## src/rtl/ring_consumer_pkg.sv

```systemverilog
package ring_consumer_pkg;

    typedef enum logic [1:0] {
        OP_PEEK    = 2'd0,
        OP_GET     = 2'd1,
        OP_COUNT   = 2'd2,
        OP_PUBLISH = 2'd3
    } ring_op_e;

    typedef enum logic [1:0] {
        ST_IDLE   = 2'd0,
        ST_PROBE  = 2'd1,
        ST_DIVIDE = 2'd2
    } ring_state_e;

    // advance a word pointer by one step, folding at the ring length
    function automatic logic [15:0] ring_wrap_add(input logic [15:0] cur,
                                                  input logic [15:0] step,
                                                  input logic [15:0] size);
        logic [16:0] sum;
        sum = {1'b0, cur} + {1'b0, step};
        if (sum >= {1'b0, size})
            sum = sum - {1'b0, size};
        return sum[15:0];
    endfunction

    // word distance from consumer position to producer position
    function automatic logic [15:0] ring_distance(input logic [15:0] head,
                                                  input logic [15:0] tail,
                                                  input logic [15:0] size);
        if (head >= tail)
            return head - tail;
        return size - tail + head;
    endfunction

endpackage

```

## src/rtl/ring_tail_track.sv

```systemverilog
module ring_tail_track
    import ring_consumer_pkg::*;
#(
    parameter int RING_WORDS  = 60,
    parameter int ENTRY_WORDS = 3,
    parameter int ADDR_W      = 6,
    parameter int LC_W        = 4
) (
    input  logic              clk,
    input  logic              rst,
    input  logic              advance,
    output logic [ADDR_W-1:0] tail,
    output logic [LC_W-1:0]   exp_lc,
    output logic [ADDR_W-1:0] stamp_addr
);

    logic [ADDR_W-1:0] tail_next;
    logic [LC_W-1:0]   lc_next;

    always_comb begin
        tail_next = ADDR_W'(ring_wrap_add(16'(tail), 16'(ENTRY_WORDS), 16'(RING_WORDS)));
        lc_next   = (tail_next == '0) ? LC_W'(exp_lc + 1'b1) : exp_lc;
    end

    always_ff @(posedge clk) begin
        if (rst) begin
            tail   <= '0;
            exp_lc <= LC_W'(1);
        end else if (advance) begin
            tail   <= tail_next;
            exp_lc <= lc_next;
        end
    end

    assign stamp_addr = ADDR_W'(32'(tail) + ENTRY_WORDS - 1);


    tail_align_chk: assert property (@(posedge clk) disable iff (rst)
        (32'(tail) < RING_WORDS) && ((32'(tail) % ENTRY_WORDS) == 0));


    lc_wrap_chk: assert property (@(posedge clk) disable iff (rst)
        ($past(advance) && tail == '0) |-> exp_lc == LC_W'($past(exp_lc) + 1'b1));


    lc_hold_chk: assert property (@(posedge clk) disable iff (rst)
        (tail != '0) |-> $stable(exp_lc));

endmodule

```

## src/rtl/ring_count_div.sv

```systemverilog
module ring_count_div #(
    parameter int RING_WORDS  = 60,
    parameter int ENTRY_WORDS = 3,
    parameter int CNT_W       = 7
) (
    input  logic             clk,
    input  logic             rst,
    input  logic             start,
    input  logic [CNT_W-1:0] dividend,
    output logic             done,
    output logic [CNT_W-1:0] quotient
);

    localparam logic [CNT_W-1:0] STEP = CNT_W'(ENTRY_WORDS);
    localparam int MAX_Q = RING_WORDS / ENTRY_WORDS;

    logic [CNT_W-1:0] remain;
    logic             running;

    always_ff @(posedge clk) begin
        if (rst) begin
            remain   <= '0;
            quotient <= '0;
            running  <= 1'b0;
            done     <= 1'b0;
        end else begin
            done <= 1'b0;
            if (start) begin
                remain   <= dividend;
                quotient <= '0;
                running  <= 1'b1;
            end else if (running) begin
                if (remain >= STEP) begin
                    remain   <= remain - STEP;
                    quotient <= quotient + 1'b1;
                end else begin
                    running <= 1'b0;
                    done    <= 1'b1;
                end
            end
        end
    end


    quot_bound_chk: assert property (@(posedge clk) disable iff (rst)
        32'(quotient) <= MAX_Q);


    done_pulse_chk: assert property (@(posedge clk) disable iff (rst)
        done |-> $past(running) && !running);

endmodule

```

## src/rtl/ring_consumer.sv

```systemverilog
module ring_consumer
    import ring_consumer_pkg::*;
#(
    parameter int RING_WORDS  = 60,
    parameter int ENTRY_WORDS = 3,
    parameter int DATA_W      = 32,
    parameter int LC_LSB      = 28,
    parameter int LC_W        = 4,
    parameter int ADDR_W      = $clog2(RING_WORDS)
) (
    input  logic              clk,
    input  logic              rst,
    input  logic              cmd_valid,
    input  logic [1:0]        cmd_op,
    input  logic              cmd_sync,
    input  logic [ADDR_W-1:0] hw_head,
    output logic              mem_rd_en,
    output logic [ADDR_W-1:0] mem_rd_addr,
    input  logic [DATA_W-1:0] mem_rd_data,
    output logic              busy,
    output logic              rsp_valid,
    output logic [1:0]        rsp_op,
    output logic              rsp_hit,
    output logic [ADDR_W-1:0] rsp_addr,
    output logic [ADDR_W:0]   rsp_count,
    output logic [ADDR_W-1:0] tail_out
);

    localparam int CNT_W = ADDR_W + 1;

    ring_state_e       state;
    ring_op_e          op_in;
    ring_op_e          op_held;
    logic              accept;
    logic              advance;
    logic              stamp_match;
    logic [ADDR_W-1:0] tail;
    logic [LC_W-1:0]   exp_lc;
    logic [ADDR_W-1:0] stamp_addr;
    logic [ADDR_W-1:0] cached_head;
    logic [ADDR_W-1:0] head_pick;
    logic [CNT_W-1:0]  distance;
    logic              div_start;
    logic              div_done;
    logic [CNT_W-1:0]  div_q;
    logic              unused_data_bits;

    assign op_in  = ring_op_e'(cmd_op);
    assign busy   = (state != ST_IDLE);
    assign accept = cmd_valid && !busy;

    ring_tail_track #(
        .RING_WORDS  (RING_WORDS),
        .ENTRY_WORDS (ENTRY_WORDS),
        .ADDR_W      (ADDR_W),
        .LC_W        (LC_W)
    ) u_track (
        .clk        (clk),
        .rst        (rst),
        .advance    (advance),
        .tail       (tail),
        .exp_lc     (exp_lc),
        .stamp_addr (stamp_addr)
    );

    always_comb begin
        head_pick = cmd_sync ? hw_head : cached_head;
        distance  = CNT_W'(ring_distance(16'(head_pick), 16'(tail), 16'(RING_WORDS)));
        div_start = accept && (op_in == OP_COUNT);
    end

    ring_count_div #(
        .RING_WORDS  (RING_WORDS),
        .ENTRY_WORDS (ENTRY_WORDS),
        .CNT_W       (CNT_W)
    ) u_div (
        .clk      (clk),
        .rst      (rst),
        .start    (div_start),
        .dividend (distance),
        .done     (div_done),
        .quotient (div_q)
    );

    assign mem_rd_en        = accept && (op_in == OP_PEEK || op_in == OP_GET);
    assign mem_rd_addr      = stamp_addr;
    assign stamp_match      = (mem_rd_data[LC_LSB +: LC_W] == exp_lc);
    assign advance          = (state == ST_PROBE) && stamp_match && (op_held == OP_GET);
    assign unused_data_bits = ^mem_rd_data;

    always_ff @(posedge clk) begin
        if (rst) begin
            state       <= ST_IDLE;
            op_held     <= OP_PEEK;
            cached_head <= '0;
            tail_out    <= '0;
            rsp_valid   <= 1'b0;
            rsp_op      <= 2'd0;
            rsp_hit     <= 1'b0;
            rsp_addr    <= '0;
            rsp_count   <= '0;
        end else begin
            rsp_valid <= 1'b0;
            case (state)
                ST_IDLE: begin
                    if (accept) begin
                        op_held <= op_in;
                        case (op_in)
                            OP_PEEK, OP_GET: state <= ST_PROBE;
                            OP_COUNT: begin
                                state <= ST_DIVIDE;
                                if (cmd_sync)
                                    cached_head <= hw_head;
                            end
                            default: begin
                                tail_out  <= tail;
                                rsp_valid <= 1'b1;
                                rsp_op    <= OP_PUBLISH;
                                rsp_hit   <= 1'b0;
                            end
                        endcase
                    end
                end
                ST_PROBE: begin
                    rsp_valid <= 1'b1;
                    rsp_op    <= op_held;
                    rsp_hit   <= stamp_match;
                    rsp_addr  <= tail;
                    state     <= ST_IDLE;
                end
                ST_DIVIDE: begin
                    if (div_done) begin
                        rsp_valid <= 1'b1;
                        rsp_op    <= OP_COUNT;
                        rsp_hit   <= 1'b0;
                        rsp_count <= div_q;
                        state     <= ST_IDLE;
                    end
                end
                default: state <= ST_IDLE;
            endcase
        end
    end


    peek_hold_chk: assert property (@(posedge clk) disable iff (rst)
        (rsp_valid && rsp_op == OP_PEEK) |-> $stable(tail) && $stable(exp_lc));


    miss_hold_chk: assert property (@(posedge clk) disable iff (rst)
        (rsp_valid && !rsp_hit && rsp_op == OP_GET) |-> $stable(tail));


    tail_out_chk: assert property (@(posedge clk) disable iff (rst)
        !$stable(tail_out) |-> $past(accept && op_in == OP_PUBLISH));


    busy_rise_chk: assert property (@(posedge clk) disable iff (rst)
        $rose(busy) |-> $past(cmd_valid));

endmodule

```

## config.mk

```make
export PLATFORM = sky130hd
export DESIGN_NAME = ring_consumer
export DESIGN_NICKNAME = d
export VERILOG_FILES = /design/src/rtl/ring_consumer_pkg.sv /design/src/rtl/ring_tail_track.sv /design/src/rtl/ring_count_div.sv /design/src/rtl/ring_consumer.sv
export SDC_FILE = /design/constraint.sdc
export NUM_CORES = 1
export LEC_CHECK = 0
export ABC_AREA = 0
export BUFFER_PORTS_ARGS = -buffer_cell sky130_fd_sc_hd__buf_2
export CAP_MARGIN = 20
export CORE_AREA = 2 2 84 86
export CTS_BUF_LIST = sky130_fd_sc_hd__clkbuf_8 sky130_fd_sc_hd__clkbuf_16
export DETAILED_ROUTE_END_ITERATION = 8
export DIE_AREA = 0 0 86 88
export PLACE_DENSITY = 0.82
export REMOVE_ABC_BUFFERS = 1
export SLEW_MARGIN = 25
export SYNTH_ARGS = -nofsm -noshare
export SYNTH_HDL_FRONTEND = slang
export SYNTH_SLANG_ARGS = --single-unit
export TNS_END_PERCENT = 30
```

## constraint.sdc

```tcl
create_clock -name clk -period 5.5 [get_ports clk]
set_clock_uncertainty 0.05 [all_clocks]
set_input_delay 0.825 -clock clk [delete_from_list [all_inputs] [get_ports clk]]
set_output_delay 0.825 -clock clk [all_outputs]
set_load 0.005 [all_outputs]
```

; ---- After elaboration in Yosys (flattened, before gate mapping)
; Cells that the tools add are included.
[totals]
memories = 0
output_inout_bits = 31
mem_bits_rw = 0
register_bits = 59
rom_bits = 0
latchBits = 0
[classes]
n_eq_ne = 10
n_lt_le_gt_ge = 3
n_mux = 28
shift = 0
n_mul = 0
reduce_logical = 27
addsub = 10
n_bitwise = 2
div_mod_pow = 0
[op_table]
columns = op, n
row1 = 2-to-1 mux 7 bit, 5
row2 = 2-to-1 mux 6 bit, 2
row3 = 2-to-1 mux 1 bit, 11
row4 = 2-to-1 mux 2 bit, 5
row5 = AND reduction 2 bit, 5
row6 = AND reduction 3 bit, 3
row7 = case mux 2 bit (2 select lines), 2
row8 = "adder 6 x 2 -> 7 bit, second input constant", 1
row9 = "adder 7 x 1 -> 7 bit, second input constant", 1
row10 = adder 7 bit, 1
row11 = ">= comparator 7 x 2 -> 1 bit, second input constant", 1
row12 = ">= comparator 7 x 6 -> 1 bit, second input constant", 1
row13 = subtractor 6 x 6 -> 7 bit, 1
row14 = "subtractor 6 x 6 -> 7 bit, first input constant", 1
row15 = "subtractor 7 x 2 -> 7 bit, second input constant", 1
row16 = "adder 6 x 2 -> 6 bit, second input constant", 1
row17 = "== test 2 x 1 -> 1 bit, second input constant", 3
row18 = >= comparator 6 bit, 1
row19 = zero test 6 bit, 1
row20 = case mux 1 bit (3 select lines), 2
row21 = case mux 2 bit (3 select lines), 1
row22 = nonzero test 2 bit, 3
row23 = OR reduction 3 bit, 2
row24 = "subtractor 6 x 1 -> 6 bit, second input constant", 1
row25 = 15 further kinds, 24

; ---- Logic depth before layout (Yosys ltp)
; Gate-level depths: netlist (run 1).
[logic_depth]
depth_word = 6
mapped_depth = 13
ltp_nobuf = 12

; ---- Hierarchy
; A second synthesis (run 1) with hierarchy kept.
[unflattened]
hier_cells = 428
area_unflattened_um2 = 3599.7
[by_module_without_submodules]
columns = mod, area_per_inst_um2, seq_area_each_um2, instances, cells_each
row1 = ring_consumer, 2035.7, 660.6, 1, 245
row2 = ring_count_div, 794.5, 320.3, 1, 92
row3 = ring_tail_track, 769.5, 200.2, 1, 91

; ---- Least setup slack after synthesis (run 1)
; OpenSTA, ideal clock, no wires.
[synth_path]
kind = input to register
from = input cmd_sync
to = register u_div.remain[6]
slack_ps = 2251
path_buffers = 1
path_stages = 12
arrival_ps = 3098
cell_sequence = clkbuf_1 > mux2i_1 > inv_1 > ha_1 > inv_1 > fa_1 > a21o_1 > a21oi_1 > o21bai_1 > a21oi_1 > xor2_1 > o41ai_1
[synth_between]
elab_chain_cells = 5
word_cells_on_any_way = 8
classes_between = 2 x add/sub / 1 x order compare / 5 x mux
[synth_rtl]
columns = item, line
row1 = start: declaration, ring_consumer.sv:15  ; input logic cmd_sync,
row2 = 2-to-1 mux 6 bit *, -
row3 = via head_pick[1], ring_consumer.sv:41  ; logic [ADDR_W-1:0] head_pick;
row4 = subtractor 6 x 6 -> 7 bit or >= comparator 6 bit (tied branches), "ring_consumer_pkg.sv:32, ring_consumer_pkg.sv:31"
row5 = 2-to-1 mux 7 bit or 2-to-1 mux 1 bit (tied branches), ring_consumer_pkg.sv:31  ; if (head >= tail)
row6 = 2-to-1 mux 7 bit *, ring_consumer_pkg.sv:33  ; return size - tail + head;
row7 = 2-to-1 mux 7 bit *, ring_count_div.sv:28  ; if (start) begin
row8 = end signal: assignment, ring_count_div.sv:29  ; remain <= dividend;
row9 = end signal: assignment, ring_count_div.sv:34  ; remain <= remain - STEP;
row10 = end: declaration, ring_count_div.sv:17  ; logic [CNT_W-1:0] remain;
; The timed path passes the listed nets; every way through them passes the cells marked *. The select of a mux whose other input is x is not followed.
; A chain may end at the register's enable or synchronous reset.

; ---- Worst setup path after layout (run 1)
[layout_path]
from = register u_track.tail[1]
to = register u_track.exp_lc[2]
[layout_between]
elab_chain_cells = 5
word_cells_on_any_way = 6
classes_between = 2 x add/sub / 1 x order compare / 1 x mux / 2 x reduce/logical
[layout_rtl]
columns = item, line
row1 = start: declaration, ring_tail_track.sv:12  ; output logic [ADDR_W-1:0] tail,
row2 = start signal: assignment, ring_tail_track.sv:30  ; tail <= tail_next;
row3 = adder 6 x 2 -> 7 bit *, ring_consumer_pkg.sv:21  ; sum = {1'b0, cur} + {1'b0, step};
row4 = subtractor 6 bit or >= comparator 7 x 6 -> 1 bit (tied branches), "ring_consumer_pkg.sv:23, ring_consumer_pkg.sv:22"
row5 = 2-to-1 mux 6 bit *, ring_consumer_pkg.sv:22  ; if (sum >= {1'b0, size})
row6 = zero test 6 bit *, ring_tail_track.sv:22  ; lc_next = (tail_next == '0) ? LC_W'(exp_lc + 1'b1) : exp_lc;
row7 = AND reduction 2 bit (no line) *, -
row8 = end signal: assignment, ring_tail_track.sv:31  ; exp_lc <= lc_next;
row9 = end: declaration, ring_tail_track.sv:13  ; output logic [LC_W-1:0] exp_lc,
; Every way passes the cells marked *; elsewhere a longest branch is shown, timed or not.

==> metrics, run 1 <==
CP cell instances inv_1 > ha_1 > a21oi_2 > xnor2_2 > inv_1 > ha_1 > and3_2 > mux2_4 > a311oi_2 > o31ai_2 > nor4_1 > mux2_1; vias in the first global route 2941; Worst Setup Path Type flop to flop; Finished Cell Area 4050 µm²; type of the most critical hold path flop to flop; top-level I/O count 75; hold path start rsp_count[2]; HPWL after DPL 5550 µm; Worst Setup EP u_track.exp_lc[2]; placed inst area 3830 µm²; CTS resizes 0; fin. max-slew vios 0; Die X 86 µm; P_leak 1.74 nW; CP Max Fanout 6; Worst Setup SP u_track.tail[1]; # setup viols final 0; Die Y-Extent 88 µm; CTS buffer count 9; Die Area 7570 µm²; Finished Core Util 60.9%; setup TNS 0 ps; H-tree Lvls 3; core area 6640 µm²; Overall Power 1.01 mW; Area contributors post-synth dfxtp_1, ha_1, mux2i_1; DR vias/cell 5.67; RSZ-0062 raised after global routing false; vias 3097; gr usage total 21.7%; # diodes 0; slowest library cell on the worst path dfxtp_1; Clock Latency Late Sink 350 ps; clk sinks 59; post-synthesis cell count 426; FF-to-FF path depth 12; Final ANT Viol Nets 0; Overflow after GRT 0; proportion of layout cells with a drive suffix above 1 16.7%; DR WL/cell 14.3 µm; Post-synth top flop dfxtp_1; measured slew at the worst slew-check pin 815 ps; outcome finished, final reports clean; sequential share of the synthesized area 32.8%; worst rel slew slack 45.6%; Max clock buf depth 2; Post-CTS Hold Buffers 0; CP Capture Type flop; RR Endpoint u_track.exp_lc[2]; Final Hold Fails 0; global-route wire length before repair 13100 µm; count of cell types in the netlist 59; Peak Freq 0.275 GHz; Yosys top cell by area dfxtp_1; drt first pass iters 5; Starting Density 54.1%; DRC 0; WP data arrival 3820 ps; Worst path max stage delay 490 ps; drt total wl 7810 µm; Area growth syn-to-layout 12.5%; crit share post-route 66.2%; Post-synth ARST share 0%; placer congestion estimate 0.820; Avg Inst Size Synth 8.44 µm²; CP Launch Type flop; Total Nets Final 535; port buffer count 46; fill count 576; root buffer cell clkbuf_8; CTS tree built; Reg clk slew, reported paths 80 ps; Req. time, crit path 5680 ps; std cell rows 30; post-synth top area share 32.8%; Tmin final 3640 ps; synthesized area 3600 µm²; maxcap violations 0; reg2reg start u_track.tail[1]; reg2reg setup slack 1860 ps; register bit count reported by yosys 59; initial antenna violation count 0; Iter 0 DRT Violations 153; Post-synth EDFFs 0; YS warnings 0; largest net degree at the start of global routing 58; Peak VDD IR 0.114 mV; pwr dens 250 nW/µm²; # Post-CTS Setup Buffers 0
-- flip-flops by register name, summed over array words and instances (netlist names), 2 cells and up --
signal and count:
u_div.quotient 7, op_held 2, rsp_count 7, cached_head 6
tail_out 6, u_track.exp_lc 4, state 2, u_track.tail 6
rsp_op 2, u_div.remain 7, rsp_addr 6
-- layout make-up --
cell class                      instances  area [µm²]  share of cell area (%)
Tap cell                               80         100                    2.47
Multi-Input combinational cell        312        2190                    54.2
Inverter                               32         120                    2.97
Sequential cell                        59        1180                    29.2
Clock buffer                           11         151                    3.74
Clock inverter                          5        61.3                    1.52
Timing Repair Buffer                   47         238                    5.88
-- per-stage QoR --
step                setup slack (ps)  hold WS (ps)  instances
global route                    1770           438        546
floorplan                       2380           378        403
detailed placement              1930           394        530
CTS                             1920           405        546
finish                          1860           405        546
global placement                2040           391        530
-- synth_stat cells (all sizes together) (3+ instances only) --
| cell type | count |
|---|---|
| mux2i | 22 |
| a21o | 3 |
| xnor2 | 18 |
| nand3 | 17 |
| dfxtp | 59 |
| clkbuf | 18 |
| o21ai | 7 |
| nand2 | 30 |
| nand4 | 6 |
| nand2b | 5 |
| a211oi | 14 |
| nor3 | 8 |
| nor2b | 5 |
| buf | 5 |
| inv | 32 |
| ha | 27 |
| fa | 3 |
| xor2 | 9 |
| mux2 | 4 |
| a31oi | 4 |
| o21bai | 3 |
| nor2 | 56 |
| nor4 | 5 |
| a21oi | 31 |
| and3 | 4 |
-- per-layer routing --
| metal | global-route usage (%) | wire length, µm |
|---|---|---|
| met5 | 0 | 0 |
| met4 | 9.81 | 157 |
| met3 | 3.58 | 369 |
| met2 | 38.5 | 3860 |
| met1 | 25.8 | 3430 |
-- kinds of logic (layout without fill, tap and decap cells) --
kind of cell / Yosys count / count (layout) / share of synthesized area [%]
multiplexers: 26 / 26 / 7.48
buffers and inverters: 55 / 95 / 6.47
AO/OA/AOI/OAI: 81 / 81 / 15.6
adder cells (fa/ha/maj): 30 / 30 / 11.1
flip-flops: 59 / 59 / 32.8
XOR/XNOR: 27 / 27 / 6.78
AND/OR/NAND/NOR: 148 / 148 / 19.8
-- worst min path at each step --
stage,endpoint,depth (start not counted)
5_1_grt,rsp_count[4],2
3_3_place_gp,u_div.done,2
4_1_cts,rsp_count[2],2
2_1_floorplan,u_div.done,2
3_5_place_dp,rsp_count[2],2
6_report,rsp_count[2],2
-- where the power goes --
part	switching [mW]	leakage (nW)	internal, mW
Clock	0.183	0.0978	0.234
Sequential	0.00929	0.478	0.439
Combinational	0.0826	1.17	0.0619
-- placed cells by master (no fill, tap or decap), types with 4 or more instances in the layout --
cell      instances
xnor2_1          17
xor2_1            9
nand3_1          17
dfxtp_1          59
mux2i_1          22
nand2_1          30
a211oi_1         14
ha_1             27
a21oi_1          30
buf_2            46
nor2b_1           5
nor3_1            8
inv_1            31
nand2b_1          5
nor2_1           56
o21ai_0           4
clkbuf_8         11
a31oi_1           4
nand4_1           6
-- critical path: cells and delay by family, from the launching register on --
family          cells  cell delay (ps)
mux                 2              630
fa+ha+maj           2              570
flops               1              490
compound gates      3              680
xor+xnor            1              200
simple gates        2              580
buf+inv             2              340
No activity file was read; power rests on OpenSTA's default activity.
==> inputs of run 2 (changes only) <==
==> constraint.sdc (replaced) <==
create_clock -name clk -period 3.7 [get_ports clk]
set_clock_uncertainty 0.05 [all_clocks]
set_input_delay 0.555 -clock clk [delete_from_list [all_inputs] [get_ports clk]]
set_output_delay 0.555 -clock clk [all_outputs]
set_load 0.005 [all_outputs]
==> run 2 against run 1 <==
- non-clock buffer count rose by 6
- count of clock-buffer cells in the layout fell by 1
- global-route usage rose by 0.12 points
- utilization rose by 1.1 points
- routed wire length rose by 0.74%
- clock power rose by 78%
- first-iteration DRC count rose by 25%
- die area did not move
- critical endpoint unchanged
- final cell count rose by 1.1%
- highest routed layer unchanged
- combinational power rose by 52%
- sequential cell count did not move
==> metrics, run 2 (same netlist as run 1, synthesis figures left out) <==
RSZ-0062 raised after global routing false; Iter 0 DRT Violations 192 (+25%); Max clock buf depth 2 (unchanged); setup TNS 0 ps (unchanged); core area 6640 µm² (unchanged); measured slew at the worst slew-check pin 805 ps (-9.27 ps); DRC 0 (unchanged); initial antenna violation count 0 (unchanged); Die Area 7570 µm² (unchanged); Overflow after GRT 0 (unchanged); # setup viols final 0 (unchanged); placed inst area 3870 µm² (+1.0%); Peak VDD IR 0.222 mV (+94%); met3 usage 4.34% (+0.75 points); Reg clk slew, reported paths 70 ps (about the same); fill count 545 (-5.4%); drt total wl 7870 µm (+0.74%); # Post-CTS Setup Buffers 0 (unchanged); Finished Cell Area 4120 µm² (+1.9%); clk sinks 59 (unchanged); vias 3063 (-1.1%); Die X 86 µm (unchanged); met1 Resource Use GR 26.4% (+0.58 points); port buffer count 46 (unchanged); drt first pass iters 4 (-1); type of the most critical hold path flop to flop; met2 usage 38.3% (-0.14 points); CTS tree built; crit share post-route 96.6% (+30 points); placer congestion estimate 0.844 (+2.9%); Fin Hold WS 403 ps (-1.14 ps); root buffer cell clkbuf_8; WP data arrival 3750 ps (-70 ps); Post-CTS Hold Buffers 0 (unchanged); DR vias/cell 5.55 (-2.2%); Overall Power 1.63 mW (+61%); Total Nets Final 541 (+1.1%); CTS buffer count 9 (unchanged); H-tree Lvls 3 (unchanged); largest net degree at the start of global routing 39 (-33%); pwr dens 395 nW/µm² (+58%); CTS resizes 0 (unchanged); worst rel slew slack 45.9% (+0.23 points); Final ANT Viol Nets 0 (unchanged); CP Launch Type flop; maxcap violations 0 (unchanged); global-route wire length before repair 13200 µm (+0.84%); CP Max Fanout 6 (unchanged); fin. max-slew vios 0 (unchanged); DR WL/cell 14.3 µm (-0.35%); Multi-input gate area 2190 µm² (-0.28%); Top Registers rsp_count x7, u_div.quotient x7, u_div.remain x7; Die Y-Extent 88 µm (unchanged); Finished Core Util 62.0% (+1.1 points); std cell rows 30 (unchanged); CP Capture Type flop; # diodes 0 (unchanged); top-level I/O count 75 (unchanged); HPWL after DPL 5640 µm (+1.5%); Worst Setup Path Type flop to flop; outcome finished, final reports clean; FF/Latch Area 1180 µm² (unchanged); gr usage total 21.8% (+0.12 points); P_leak 1.79 nW (+3.0%); proportion of layout cells with a drive suffix above 1 17.8% (+1.1 points); vias in the first global route 2976 (+1.2%); grt peak-use layer met2; Clock Latency Late Sink 340 ps (about the same); Final Hold Fails 0 (unchanged); Starting Density 54.1% (unchanged); Tmin final 3570 ps (-64.6 ps); commonest non-fill, non-tap cell in the layout dfxtp_1; Req. time, crit path 3880 ps (-1800 ps); most frequent cells in the layout dfxtp_1, nor2_1, buf_2; Area growth syn-to-layout 14.6%; Peak Freq 0.280 GHz (+1.8%)
==> run 2: changes by cell type in the layout (fill, tap and decap cells not counted) <==
cell and delta:
nor3b_2 +1, bufinv_16 +2, clkinv_2 +1, clkinv_4 -1, clkbuf_8 -1, inv_6 +1, nor3b_4 -1, buf_4 +6
clkinvlp_4 -2
==> run 2: worst paths after layout <==
kind,start,endpoint,slack [ps],depth (start not counted)
max reg2reg,u_track.tail[1],u_track.exp_lc[2],130,12
min,rsp_count[2],rsp_count[2],400,2
min reg2reg,rsp_count[2],rsp_count[2],400,2
max,u_track.tail[1],u_track.exp_lc[2],130,12
==> run 2: where the power goes <==
group / total (mW) / switching [mW] / internal [mW]
Combinational: 0.219 / 0.124 / 0.0940
Sequential: 0.667 / 0.0139 / 0.653
Clock: 0.742 / 0.275 / 0.467
Total: 1.63 / 0.413 / 1.21
==> run 2: final cells by class <==
cell class	instances	share of cell area, %
multi-input cells	312	53.1
flip-flops and latches	59	28.7
repair buffers	53	6.86
clock buffers	10	3.34
inverters	32	2.91
clock inverters	6	2.70
well taps	80	2.43
==> run 2: through the flow <==
stage                     setup slack [ps]  cells
after floorplan                        575    403
after global placement                 321    536
after detailed placement               194    536
after CTS                              168    552
after global routing                 0.242    552
final                                  126    552
==> run 2: routing by layer <==
layer	wire (µm)	up-vias
met4	61	0
met5	0	-
met3	325	8
li1	-	1554
met2	3900	66
met1	3590	1435
==> run 2: worst max-delay path, stage by stage, from the launching register on <==
cell      delay [ps]
dfxtp_1          480
inv_1            200
ha_1             280
a21oi_2          230
xnor2_2          190
inv_1            110
ha_1             270
and3_2           220
mux2_4           270
a311oi_2         270
o31ai_2          160
nor4_1           370
mux2_1           350
==> inputs of run 3 (changes only) <==
--- a/config.mk
+++ b/config.mk
@@ -12,7 +12,7 @@
 export CTS_BUF_LIST = sky130_fd_sc_hd__clkbuf_8 sky130_fd_sc_hd__clkbuf_16
 export DETAILED_ROUTE_END_ITERATION = 8
 export DIE_AREA = 0 0 86 88
-export PLACE_DENSITY = 0.82
+export PLACE_DENSITY = 0.83
 export REMOVE_ABC_BUFFERS = 1
 export SLEW_MARGIN = 25
 export SYNTH_ARGS = -nofsm -noshare
==> run 3 against run 2 <==
- utilization is 0.094 points lower
- global-route usage is 0.65 points lower
- die area stayed put
- critical path depth stayed put
- total power hardly changed
- final cell count is 0.18% lower
- routed wire length is 1.5% lower
- maximum frequency is 4.9% higher
- worst setup slack better by 170 ps
- non-clock buffer count is 1 lower
- largest cell class unchanged
==> metrics, run 3 (same netlist as run 1, synthesis figures left out) <==
CTS resizes 0 (unchanged); Iter 0 DRT Violations 205 (+6.8%); DR WL/cell 14.1 µm (-1.3%); fin. max-slew vios 0 (unchanged); Finished Core Util 61.9% (-0.094 points); Clock Latency Late Sink 350 ps (about the same); Max clock buf depth 2 (unchanged); Finished Layout Cells 551 (-0.18%); commonest non-fill, non-tap cell in the layout dfxtp_1; drt first pass iters 4 (unchanged); maxcap violations 0 (unchanged); CTS tree built; global-route wire length before repair 12800 µm (-3.3%); measured slew at the worst slew-check pin 779 ps (-26.5 ps); Worst Setup Path Type flop to flop; FF-to-FF path depth 12 (unchanged); clk sinks 59 (unchanged); # Post-CTS Setup Buffers 0 (unchanged); CP Capture Type flop; vias in the first global route 2865 (-3.7%); Die Y-Extent 88 µm (unchanged); Post-CTS Hold Buffers 0 (unchanged); Die X 86 µm (unchanged); Overflow after GRT 0 (unchanged); RSZ-0062 raised after global routing false; drt total wl 7760 µm (-1.5%); placed inst area 3860 µm² (-0.19%); WHS Path Cells 2 (unchanged); worst rel slew slack 47.6% (+1.8 points); most frequent cells in the layout dfxtp_1, nor2_1, buf_2; type of the most critical hold path flop to flop; Req. time, crit path 3880 ps (about the same); proportion of layout cells with a drive suffix above 1 17.6% (-0.17 points); top-level I/O count 75 (unchanged); H-tree Lvls 3 (unchanged); gr usage total 21.2% (-0.65 points); Hold EP u_div.done; HPWL after DPL 5620 µm (-0.31%); # setup viols final 0 (unchanged); std cell rows 30 (unchanged); reg2reg start u_track.tail[1]; dpl ws 294 ps (+100 ps); # diodes 0 (unchanged); Peak Freq 0.294 GHz (+4.9%); Total Nets Final 540 (-0.18%); Die Area 7570 µm² (unchanged); Cells after DPL 535 (-0.19%); Peak VDD IR 0.407 mV (+84%); Tmin final 3410 ps (-168 ps); Final Hold Fails 0 (unchanged); pwr dens 396 nW/µm² (+0.22%); final worst slack 293 ps (+168 ps); Area growth syn-to-layout 14.4%; vias 3056 (-0.23%); RR Endpoint u_track.exp_lc[2]; port buffer count 46 (unchanged); core area 6640 µm² (unchanged); initial antenna violation count 0 (unchanged); Reg clk slew, reported paths 70 ps (about the same); CTS buffer count 9 (unchanged); Starting Density 54.1% (unchanged); outcome finished, final reports clean; largest net degree at the start of global routing 42 (+7.7%); hold path start u_div.running; Finished Cell Area 4120 µm² (-0.15%); root buffer cell clkbuf_8; DR vias/cell 5.55 (about the same); setup TNS 0 ps (unchanged); crit share post-route 92.1% (-4.5 points); CP Max Fanout 6 (unchanged); reg2reg setup slack 290 ps (+170 ps); WP data arrival 3590 ps (-160 ps); Final ANT Viol Nets 0 (unchanged); CP Launch Type flop; Top Registers rsp_count x7, u_div.quotient x7, u_div.remain x7; P_leak 1.79 nW (-0.13%); placer congestion estimate 0.855 (+1.4%); DRC 0 (unchanged)
## run 3: cell types whose count changed in the layout (fill, tap and decap cells not counted)
cell | before | now
buf_4 | 7 | 6
clkinv_4 | 0 | 2
clkinvlp_4 | 1 | 0
inv_6 | 1 | 0
## run 3: per-layer routing
metal	track usage, %	routed length (µm)
met2	35.2	3760
met3	4.90	389
met1	26.5	3470
met5	0	0
met4	9.09	138
## run 3: area by class of cell
class / count / area (µm²)
Clock buffer: 10 / 138
Clock inverter: 6 / 113
Sequential cell: 59 / 1180
Timing Repair Buffer: 52 / 275
Inverter: 32 / 120
Tap cell: 80 / 100
Fill cell: 537 / 2530
Multi-Input combinational cell: 312 / 2190
## run 3: report_power, final
group          switching [mW]  leakage [nW]  total [mW]  internal, mW
Clock                   0.278         0.126       0.744         0.467
Sequential             0.0136         0.478       0.666         0.653
Combinational           0.124          1.19       0.217        0.0934
## run 3: how the worst max path moves through the flow
stage,startpoint,end,slack [ps],cells past startpoint
6_report,u_track.tail[1],u_track.exp_lc[2],290,12
5_1_grt,u_track.tail[1],u_track.exp_lc[2],110,12
4_1_cts,u_track.tail[1],u_track.exp_lc[2],290,12
3_5_place_dp,u_track.tail[1],u_track.exp_lc[2],290,12
3_3_place_gp,u_track.tail[1],u_track.exp_lc[3],450,12
2_1_floorplan,u_track.tail[1],u_track.exp_lc[2],580,12
## run 3: critical path: stages, from the launching register on
cell and delay (ps):
dfxtp_1 470, inv_1 100, ha_1 270, a21oi_2 230, xnor2_2 190, inv_1 80
ha_1 250, and3_2 220, mux2_4 270, a311oi_2 270, o31ai_2 150, nor4_1 370
mux2_1 360
## run 3: per-stage QoR
stage          hold WS [ps]  power, mW
2_1_floorplan           378      0.830
3_3_place_gp            390      0.887
3_5_place_dp            396      0.897
4_1_cts                 405       1.64
5_1_grt                 434       1.69
6_report                404       1.63
